`config.mk`:
```
export PLATFORM = sky130hd
export DESIGN_NAME = skip_npc_unit
export DESIGN_NICKNAME = d
export VERILOG_FILES = /design/src/rtl/skip_npc_pkg.sv /design/src/rtl/skip_cond_eval.sv /design/src/rtl/squash_ctr.sv /design/src/rtl/pc_reg.sv /design/src/rtl/skip_npc_unit.sv
export SDC_FILE = /design/constraint.sdc
export NUM_CORES = 1
export LEC_CHECK = 0
export BUFFER_PORTS_ARGS = -buffer_cell sky130_fd_sc_hd__buf_2
export CAP_MARGIN = 5
export CORE_MARGIN = 5
export CORE_UTILIZATION = 55
export CTS_BUF_LIST = sky130_fd_sc_hd__clkbuf_4 sky130_fd_sc_hd__clkbuf_8
export DETAILED_ROUTE_END_ITERATION = 8
export GPL_TIMING_DRIVEN = 0
export PLACE_DENSITY = 0.89
export SLEW_MARGIN = 5
export SYNTH_ARGS = -nofsm -noshare
export SYNTH_HDL_FRONTEND = slang
export SYNTH_SLANG_ARGS = --single-unit
```
`constraint.sdc`:
```
create_clock -name clk -period 9.55 [get_ports clk]
set_input_delay 0.955 -clock clk [delete_from_list [all_inputs] [get_ports clk]]
set_output_delay 0.955 -clock clk [all_outputs]
set_load 0.02 [all_outputs]
```
`src/rtl/skip_npc_pkg.sv`:
```
package skip_npc_pkg;

    typedef enum logic [2:0] {
        CLS_SEQ  = 3'd0,
        CLS_EQ   = 3'd1,
        CLS_ZERO = 3'd2,
        CLS_FLAG = 3'd3,
        CLS_BIT  = 3'd4,
        CLS_CMP3 = 3'd5
    } instr_cls_e;

    typedef logic [1:0] skip_amt_t;

    localparam skip_amt_t SKIP_NONE = 2'd0;
    localparam skip_amt_t SKIP_ONE  = 2'd1;
    localparam skip_amt_t SKIP_TWO  = 2'd2;

    typedef struct packed {
        logic      taken;
        skip_amt_t amt;
    } skip_dec_t;

    function automatic skip_dec_t mk_skip(input skip_amt_t a);
        skip_dec_t d;
        d.taken = (a != SKIP_NONE);
        d.amt   = a;
        return d;
    endfunction

endpackage

```
`src/rtl/skip_cond_eval.sv`:
```
module skip_cond_eval
    import skip_npc_pkg::*;
#(
    parameter int DATA_W = 16,
    parameter int FLAG_N = 8,
    localparam int SEL_W = $clog2(DATA_W)
) (
    input  logic [2:0]        cls,
    input  logic [DATA_W-1:0] opa,
    input  logic [DATA_W-1:0] opb,
    input  logic [FLAG_N-1:0] flags,
    input  logic [SEL_W-1:0]  sel,
    output skip_dec_t         dec
);
    logic flag_hit;
    logic bit_clear;
    logic ops_eq;
    logic ops_lt;

    // flag select, out-of-range index reads as 0
    always_comb begin
        flag_hit = 1'b0;
        for (int i = 0; i < FLAG_N; i++) begin
            if (int'(sel) == i) flag_hit = flags[i];
        end
    end

    assign bit_clear = ~opa[sel];
    assign ops_eq    = (opa == opb);
    assign ops_lt    = ($signed(opa) < $signed(opb));

    always_comb begin
        unique case (cls)
            CLS_EQ:   dec = mk_skip(ops_eq    ? SKIP_ONE : SKIP_NONE);
            CLS_ZERO: dec = mk_skip((opa == '0) ? SKIP_ONE : SKIP_NONE);
            CLS_FLAG: dec = mk_skip(flag_hit  ? SKIP_ONE : SKIP_NONE);
            CLS_BIT:  dec = mk_skip(bit_clear ? SKIP_ONE : SKIP_NONE);
            CLS_CMP3: dec = mk_skip(ops_lt ? SKIP_TWO : (ops_eq ? SKIP_ONE : SKIP_NONE));
            default:  dec = mk_skip(SKIP_NONE);
        endcase
    end

    // only the three-way compare may ask for two words
    always_comb begin
        if (dec.amt == SKIP_TWO)
            a_two_only_cmp_r7: assert (cls == CLS_CMP3);
        if (dec.amt == 2'd3)
            a_amt_legal_r7: assert (1'b0);
    end

endmodule

```
`src/rtl/squash_ctr.sv`:
```
module squash_ctr
    import skip_npc_pkg::*;
(
    input  logic      clk,
    input  logic      rst,
    input  logic      step,
    input  skip_dec_t dec,
    output logic      active
);
    skip_amt_t cnt_q;

    always_ff @(posedge clk) begin
        if (rst) begin
            cnt_q <= SKIP_NONE;
        end else if (step) begin
            if (cnt_q != SKIP_NONE) cnt_q <= cnt_q - 2'd1;
            else                    cnt_q <= dec.amt;
        end
    end

    assign active = (cnt_q != SKIP_NONE);

    p_cnt_range_r9: assert property (@(posedge clk) disable iff (rst)
        cnt_q <= SKIP_TWO);

    p_no_reload_r10: assert property (@(posedge clk) disable iff (rst)
        (step && cnt_q != SKIP_NONE) |=> (cnt_q == $past(cnt_q) - 2'd1));

    p_hold_r8: assert property (@(posedge clk) disable iff (rst)
        !step |=> $stable(cnt_q));

endmodule

```
`src/rtl/pc_reg.sv`:
```
module pc_reg #(
    parameter int PW_W = 12
) (
    input  logic            clk,
    input  logic            rst,
    input  logic            step,
    output logic [PW_W-1:0] pc
);
    always_ff @(posedge clk) begin
        if (rst)       pc <= '0;
        else if (step) pc <= pc + PW_W'(1);
    end

    p_pc_step_r8: assert property (@(posedge clk) disable iff (rst)
        step |=> (pc == $past(pc) + PW_W'(1)));

    p_pc_hold_r8: assert property (@(posedge clk) disable iff (rst)
        !step |=> $stable(pc));

endmodule

```
`src/rtl/skip_npc_unit.sv`:
```
module skip_npc_unit
    import skip_npc_pkg::*;
#(
    parameter int PW_W   = 12,
    parameter int DATA_W = 16,
    parameter int FLAG_N = 8,
    localparam int SEL_W = $clog2(DATA_W)
) (
    input  logic              clk,
    input  logic              rst,
    input  logic              step_i,
    input  logic [2:0]        cls_i,
    input  logic [DATA_W-1:0] opa_i,
    input  logic [DATA_W-1:0] opb_i,
    input  logic [FLAG_N-1:0] flags_i,
    input  logic [SEL_W-1:0]  sel_i,
    output logic [PW_W-1:0]   pc_o,
    output logic [PW_W-1:0]   npc_o,
    output logic              squash_o
);
    skip_dec_t raw_dec;
    skip_dec_t eff_dec;
    logic      squashing;

    skip_cond_eval #(.DATA_W(DATA_W), .FLAG_N(FLAG_N)) u_eval (
        .cls(cls_i), .opa(opa_i), .opb(opb_i),
        .flags(flags_i), .sel(sel_i), .dec(raw_dec)
    );

    // a squashed word must not evaluate its own condition
    assign eff_dec = squashing ? mk_skip(SKIP_NONE) : raw_dec;

    squash_ctr u_sq (
        .clk(clk), .rst(rst), .step(step_i),
        .dec(eff_dec), .active(squashing)
    );

    pc_reg #(.PW_W(PW_W)) u_pc (
        .clk(clk), .rst(rst), .step(step_i), .pc(pc_o)
    );

    assign npc_o    = pc_o + PW_W'(1) + PW_W'(eff_dec.amt);
    assign squash_o = squashing;

    p_squash_npc_r10: assert property (@(posedge clk) disable iff (rst)
        squash_o |-> (npc_o == pc_o + PW_W'(1)));

    p_squash_follows_r9: assert property (@(posedge clk) disable iff (rst)
        (step_i && !squash_o && npc_o != pc_o + PW_W'(1)) |=> squash_o);

endmodule

```
# --- After elaboration in Yosys (flattened, before gate mapping) ---
# Index checks and enable logic that the tools add are counted.
word_totals:
  register_bits: 14
  output_inout_bits: 25
  inputBits: 50
  word_cells: 41
classes:
  n_lt_le_gt_ge: 2
  n_reduce_logical: 3
  eq_ne: 13
  n_mux: 18
  addsub: 3
op_table:
  columns: ["op", "count"]
  rows:
  - ["$eq A16 B16 Y1", 1]
  - ["$eq A4 B4 Y1 const B", 4]
  - ["$logic_not A16 Y1", 1]
  - ["$lt A16 B16 Y1", 1]
  - ["$mux W1", 13]
  - ["$add A12 B1 Y12 const B", 1]
  - ["$add A12 B2 Y12", 1]
  - ["$pmux W2 S5", 1]
  - ["$eq A4 B3 Y1 const B", 2]
  - ["$eq A3 B2 Y1 const B", 2]
  - ["$eq A3 B3 Y1 const B", 2]
  - ["$mux W2", 3]
  - ["$lt A4 B5 Y1 const B", 1]
  - ["$bmux W1 S4", 1]
  - ["$eq A4 B2 Y1 const B", 1]
  - ["$logic_not A4 Y1", 1]
  - ["$eq A3 B1 Y1 const B", 1]
  - ["$reduce_bool A2 Y1", 1]
  - ["$sub A2 B1 Y2 const B", 1]

# --- Depth between registers and ports, before layout ---
# Gate-level depths: netlist of the first run.
depth:
  word_depth: 13
  ltp_mapped: 15
  ltp_nobuf: 15

# --- By module ---
# From an unflattened synthesis of the first run, not the netlist that was laid out.
hier_totals:
  cells_unflattened: 197
  hier_area_um2: 1624.1
by_module_without_submodules:
  columns: ["mod", "n_inst", "area_per_inst_um2", "cells_per_inst", "seq_area_each_um2"]
  rows:
  - ["skip_cond_eval", 1, 724.4, 92, 0.0]
  - ["pc_reg", 1, 530.5, 58, 240.2]
  - ["skip_npc_unit", 1, 279.0, 37, 0.0]
  - ["squash_ctr", 1, 90.1, 10, 40.0]

# --- Least setup slack after synthesis of the first run ---
# OpenSTA, ideal clock, no wires.
synth_timing:
  path_kind: "input-to-output"
  from: "input port opb_i[5]"
  to: "output port npc_o[11]"
  cell_stages: 15
  t_arrival_ps: 4221
  n_path_buf: 0
  slack_ps: 4374
  required_ps: 8595
  cell_sequence: "inv_1 ha_1 a21o_1 a221o_1 a2111oi_2 o21ai_1 mux2_2 and3_1 ha_1 a21oi_1 nor2_1 nand3_1 nor4_1 a31oi_1 xnor2_1"
synth_between:
  elab_chain_cells: 6
  word_cells_on_any_way: 7
  cone_classes: "add/sub: 1; order compare: 1; eq/ne: 1; mux: 4"
synth_rtl:
  columns: ["item", "line_no", "text"]
  rows:
  - ["start: declaration", "skip_npc_unit.sv:14", "input logic [DATA_W-1:0] opb_i,"]
  - ["branches (longest 3 deep; another with $lt A16 B16 Y1)", null, null]
  - ["$pmux W2 S5 *", "skip_cond_eval.sv:33", "unique case (cls)"]
  - ["$mux W2 *", "skip_npc_unit.sv:31", "assign eff_dec = squashing ? mk_skip(SKIP_NONE) : raw_dec;"]
  - ["$add A12 B2 Y12 *", "skip_npc_unit.sv:42", "assign npc_o = pc_o + PW_W'(1) + PW_W'(eff_dec.amt);"]
  - ["end: declaration", "skip_npc_unit.sv:18", "output logic [PW_W-1:0] npc_o,"]
# Mark *: on every way between the ends.

# --- Worst setup path in the final report of the first run ---
layout_timing:
  from: "input port opa_i[5]"
  to: "output port npc_o[11]"
layout_between:
  elab_chain_cells: 6
  word_cells_on_any_way: 12
  cone_classes: "add/sub: 1; order compare: 1; eq/ne: 1; mux: 8; reduce/logical: 1"
layout_rtl:
  columns: ["item", "line_no", "text"]
  rows:
  - ["start: declaration", "skip_npc_unit.sv:13", "input logic [DATA_W-1:0] opa_i,"]
  - ["branches (longest 3 deep; another with $lt A16 B16 Y1)", null, null]
  - ["$pmux W2 S5 *", "skip_cond_eval.sv:33", null]
  - ["$mux W2 *", "skip_npc_unit.sv:31", null]
  - ["$add A12 B2 Y12 *", "skip_npc_unit.sv:42", null]
# Mark *: on every way between the ends. The select of a mux whose other input is x is not followed.

==> results.json, run 1 <==
{
  "status": "finished, final reports clean",
  "switching_share_pct": 34.40,
  "cts-root-buf": "clkbuf_4",
  "viasPerCell": 5.719,
  "synth_seq_area_share_pct": 14.95,
  "start_kind": "primary input",
  "cts_setup_buffers": 0,
  "p_sw_mw": 0.05872,
  "cp_max_fo": 3,
  "rsz0062_at_grt": "false",
  "clock.fmax_mhz": 176.4,
  "antenna_found_initial": 0,
  "drt-met1-wl_um": 1992,
  "ir_drop_mv": 0.03528,
  "cp_slowest_cell": "nor4_1",
  "grt-ovfl-total": 0,
  "power_mw": 0.1707,
  "register_area_um2": 280.3,
  "slowest_delay_ns": 0.52,
  "cap_violations": 0,
  "nFillCells": 289,
  "pre_cts_slack_ns": 3.929,
  "ys_seq_elements": 14,
  "drt_first_pass_iters": 4,
  "cts.sinks": 14,
  "synthTopCellsByArea": "dfxtp_1 15%, ha_1 13%, xnor2_1 7.9%, mux4_1 7.0%, inv_1 5.6%",
  "postCtsHoldBufs": 0,
  "synth_cell_types": 53,
  "min_path_cells": 2,
  "power_density_mw_per_mm2": 73.48,
  "io_buffer_count": 71,
  "arrival_ns": 4.71,
  "clk_latency_ns": 0.29,
  "synth.most_common_cell": "inv_1",
  "post-route-period-util_pct": 59.36,
  "worstReg2RegStart": "u_pc.pc[4]$_SDFFE_PP0P_",
  "p_leak_nw": 1.156,
  "die_w_um": 68.38,
  "cts-buffers-inserted": 3,
  "grt_max_degree": 11,
  "synthArstFlopShare_pct": 0,
  "path_cells": "buf_2 > ha_1 > a21o_1 > a221o_1 > a2111oi_2 > o21ai_1 > mux2_2 > and3_1 > ha_1 > a21oi_1 > nor2_1 > nand3_1 > nor4_1 > a31oi_1 > xnor2_1 > buf_2",
  "wl_per_cell_um": 14.47,
  "max_slew_margin_pct": 62.30,
  "start_util_pct": 56.61,
  "place.gp.congestion": 0.8254,
  "worstHoldPathType": "reg2reg",
  "clock_skew_ns": 0.0009456,
  "utilization_pct": 70.18,
  "core_mm2": 0.003311,
  "worst_ep_required_time_ns": 8.60,
  "r2r_slack_ns": 7.53,
  "cts_resized": 0,
  "r2r_cells": 8,
  "critPathTopFamily": "compound AO/OA/AOI/OAI gates",
  "pin_count": 75,
  "avgSynthCellArea_um2": 8.114,
  "diodes": 0,
  "syn_nets": 301,
  "synthTopCellsByCount": "28 x inv_1, 23 x nor2_1, 19 x ha_1",
  "p_clk_share_pct": 26.7,
  "grt_usage_pct": 22.53,
  "vias": 2013,
  "die_h_um": 68.38,
  "hold_violations": 0,
  "seqPwrFrac_pct": 35.9,
  "setup_viol": 0,
  "ys.flop_type": "dfxtp_1",
  "ant_nets": 0,
  "multiInputGateArea_mm2": 0.001420,
  "path_clk_slew_ns": 0.09,
  "grt_first_pass_wirelength_um": 8135,
  "pwr-share-comb_pct": 37.4,
  "clock_path_buffers": 2,
  "grt_pass1_vias": 2006,
  "top_layer": "met4",
  "slew_violations": 0,
  "place_hpwl_um": 4107,
  "post-route-drc-count": 0,
  "fin_ws_ns": 3.881,
  "netlist_instances": 231,
  "min_period_ns": 5.669,
  "met3WireLength_um": 334,
  "fin_area_mm2": 0.002323,
  "worst_pin_slew_ns": 0.5604,
  "placed_area_mm2": 0.002287,
  "cts_tree": "done",
  "yosysTopAreaCellShare_pct": 14.95,
  "p_int_mw": 0.1120,
  "dieArea_mm2": 0.004675,
  "synth_edf_count": 0,
  "drtIter0Drc": 118,
  "syn2layout_area_growth_pct": 23.97,
  "r2r_end": "u_pc.pc[11]$_SDFFE_PP0P_",
  "finalSetupTns_ns": 0,
  "path_class": "in2out",
  "wl_um": 5095,
  "critPathCaptureType": "primary output",
  "syn_area_mm2": 0.001874,
  "wl_met2_um": 2659,
  "fin_nets": 377,
  "largest_register_ffs": 12,
  "crit_start": "opa_i[5]",
  "worst-path-buf-inv": 2,
  "htreeDepth": 1,
  "hold_end": "u_pc.pc[11]$_SDFFE_PP0P_",
  "synth_top_area_cell": "dfxtp_1",
  "yosys_warnings": 0,
  "layout-drive-gt1-share_pct": 30.07,
  "std_cell_rows": 21,
  "min-delay-start": "u_pc.pc[11]$_SDFFE_PP0P_"
}
## worst max path at each step
stage,to,cells after the start
floorplan,npc_o[11],15
global placement,npc_o[11],16
detailed placement,npc_o[11],16
CTS,npc_o[11],16
global route,npc_o[11],16
finish,npc_o[11],16
## layer usage
metal	GRT usage (%)	vias to the layer above
li1	-	973
met3	3.612	13
met2	41.52	92
met4	10.92	0
met1	24.73	935
met5	0	-
## placed cells by master, fill, tap and decap left out, drive strengths merged, types with 4 or more instances in the layout
| master | netlist | layout |
|---|---|---|
| xor2 | 12 | 12 |
| buf | 7 | 78 |
| xnor2 | 17 | 17 |
| clkbuf | 4 | 8 |
| a211oi | 5 | 5 |
| mux4 | 5 | 5 |
| o21ai | 4 | 4 |
| dfxtp | 14 | 14 |
| nor2 | 23 | 23 |
| nor3 | 5 | 5 |
| nand2 | 14 | 14 |
| a21oi | 10 | 10 |
| ha | 19 | 19 |
| nor4 | 8 | 8 |
| nand4 | 7 | 7 |
| nand3 | 8 | 8 |
| inv | 28 | 28 |
## tightest hold or removal path, stage by stage (launching register included)
cell     delay (ns)
dfxtp_1        0.38
xor2_1         0.08
nor2_1         0.07
## area by class of cell
cell class	count	area share (%)
well taps	46	2.477
repair buffers	71	15.29
flip-flops and latches	14	12.06
multi-input cells	178	61.12
clock buffers	4	1.562
plain buffers	11	2.962
inverters	28	4.523
## power groups by stage
stage                     Combinational [mW]  Clock, mW  Sequential (mW)
final                                 0.0639     0.0456           0.0612
after global placement                0.0613          0           0.0625
after floorplan                       0.0387          0           0.0633
after global routing                  0.0714     0.0487           0.0615
after CTS                             0.0639     0.0461           0.0612
after detailed placement              0.0634          0           0.0625
## kinds of logic after synthesis
logic type,share of synthesized area (%)
XOR/XNOR,13.55
buffers and inverters,9.278
multiplexers,9.813
AO/OA/AOI/OAI,13.82
flip-flops,14.95
AND/OR/NAND/NOR,24.83
adder cells (fa/ha/maj),13.75
## through the flow
step | std cells | hold slack (ns)
after floorplan | 231 | 0.5618
after global placement | 348 | 0.5355
after detailed placement | 348 | 0.5591
after CTS | 352 | 0.5853
after global routing | 352 | 0.6229
final | 352 | 0.5722
(Power assumes the default switching activity.)
==> inputs of run 2 (changes only) <==
- CORE_UTILIZATION: 55 -> 46
- PLACE_DENSITY: 0.89 -> 0.8
- clock period: 9.55 -> 4.8 ns (I/O delays scaled with it)
==> run 2 against run 1 <==
  * First-iteration DRC count rose by 11%
  * Clock power rose to 2.6 times the previous value
  * Critical path type unchanged
  * Largest cell class unchanged
  * Non-clock buffer count did not move
  * Utilization fell by 11 points
  * Hold slack got worse by 0.089 ns
==> results.json, run 2 (synthesis gave the netlist of run 1 again) <==
{
  "clk_latency_ns": 0.25,
  "grt-ovfl-total": 0,
  "wl_per_cell_um": 13.76,
  "place.gp.congestion": 0.8186,
  "hold_violations": 0,
  "clock.fmax_mhz": 221.4,
  "finalSetupTns_ns": 0,
  "p_int_mw": 0.2493,
  "rsz0062_at_grt": "false",
  "met3WireLength_um": 245,
  "ant_nets": 0,
  "cts_resized": 0,
  "die_h_um": 73.83,
  "p_clk_share_pct": 32.3,
  "place_hpwl_um": 4029,
  "std_cell_rows": 23,
  "wl_met2_um": 2476,
  "p_leak_nw": 1.164,
  "viasPerCell": 5.500,
  "min_period_ns": 4.518,
  "cts-root-buf": "clkbuf_8",
  "antenna_found_initial": 0,
  "clock_path_buffers": 2,
  "start_kind": "primary input",
  "slew_violations": 0,
  "layout-drive-gt1-share_pct": 30.39,
  "worst_ep_required_time_ns": 4.32,
  "fin_ws_ns": 0.2823,
  "fin_nets": 377,
  "dieArea_mm2": 0.005451,
  "cts_tree": "done",
  "syn2layout_area_growth_pct": 25.57,
  "max_slew_margin_pct": 67.94,
  "post-route-period-util_pct": 94.12,
  "io_buffer_count": 71,
  "drtIter0Drc": 131,
  "grt_pass1_vias": 2009,
  "post-route-drc-count": 0,
  "worstHoldPathType": "in2reg",
  "cp_max_fo": 3,
  "critPathCaptureType": "primary output",
  "worst_pin_slew_ns": 0.4809,
  "postCtsHoldBufs": 0,
  "grt_usage_pct": 19.28,
  "ir_drop_mv": 0.07410,
  "start_util_pct": 47.20,
  "drt-met1-wl_um": 2104,
  "cts_setup_buffers": 0,
  "htreeDepth": 1,
  "pre_cts_slack_ns": 0.1721,
  "cts.sinks": 14,
  "final_common_cell": "buf_2",
  "core_mm2": 0.003971,
  "cap_violations": 0,
  "layout_common_cells": "74 x buf_2, 28 x inv_1, 23 x nor2_1",
  "placed_area_mm2": 0.002292,
  "wl_um": 4899,
  "diodes": 0,
  "holdWs_ns": 0.4830,
  "power_density_mw_per_mm2": 155.7,
  "arrival_ns": 4.04,
  "largest_register_ffs": 12,
  "grt_first_pass_wirelength_um": 8528,
  "top_layer": "met4",
  "setup_viol": 0,
  "fin_area_mm2": 0.002354,
  "seqPwrFrac_pct": 33.2,
  "cts-buffers-inserted": 3,
  "die_w_um": 73.83,
  "pin_count": 75,
  "drt_first_pass_iters": 4,
  "grt_max_degree": 11,
  "status": "finished, final reports clean",
  "switching_share_pct": 31.97,
  "p_sw_mw": 0.1172,
  "pwr-share-comb_pct": 34.4,
  "utilization_pct": 59.26,
  "path_clk_slew_ns": 0.06,
  "vias": 1958,
  "path_class": "in2out",
  "clock_skew_ns": 0.004972
}
==> run 2: cell counts in the layout (fill, tap and decap cells not counted) <==
Identical to the previous run, type by type.
==> run 2: area by class of cell <==
class                           count  area (um2)
Fill cell                         372        1618
Timing Repair Buffer               71       355.3
Multi-Input combinational cell    178        1426
Inverter                           28       105.1
Tap cell                           50       62.56
Clock buffer                        4       55.05
Buffer                             11       68.82
Sequential cell                    14       280.3
==> run 2: power groups by stage <==
stage / clock network [mW] / logic, mW / registers (mW)
after global routing: 0.127 / 0.144 / 0.122
after CTS: 0.120 / 0.127 / 0.122
after floorplan: 0 / 0.0770 / 0.126
after detailed placement: 0 / 0.126 / 0.124
final: 0.118 / 0.126 / 0.122
after global placement: 0 / 0.123 / 0.124
==> run 2: worst paths after layout <==
| path | slack, ns | start | endpoint | depth (start not counted) |
|---|---|---|---|---|
| max | 0.28 | opa_i[5] | npc_o[11] | 16 |
| max reg2reg | 2.82 | u_pc.pc[4]$_SDFFE_PP0P_ | u_pc.pc[11]$_SDFFE_PP0P_ | 8 |
| min | 0.48 | rst | u_sq.cnt_q[0]$_SDFFE_PP0P_ | 2 |
| min reg2reg | 0.55 | u_pc.pc[11]$_SDFFE_PP0P_ | u_pc.pc[11]$_SDFFE_PP0P_ | 2 |
==> run 2: metrics by stage <==
step	total power, mW	instances
after floorplan	0.2030	231
after global placement	0.2469	352
after detailed placement	0.2502	352
after CTS	0.3685	356
after global routing	0.3928	356
final	0.3665	356
==> run 2: metal layers <==
| layer | track usage [%] | vias up |
|---|---|---|
| met5 | 0 | - |
| met4 | 7.042 | 0 |
| met3 | 2.462 | 8 |
| met2 | 33.76 | 72 |
| met1 | 23.85 | 903 |
| li1 | - | 975 |
==> run 2: critical path, stage by stage <==
cell	delay (ns)
buf_2	0.12
ha_1	0.31
a21o_1	0.18
a221o_1	0.35
a2111oi_2	0.41
o21ai_1	0.15
mux2_2	0.33
and3_1	0.18
ha_1	0.27
a21oi_1	0.07
nor2_1	0.19
nand3_1	0.18
nor4_2	0.35
a31oi_1	0.16
xnor2_1	0.14
buf_2	0.18
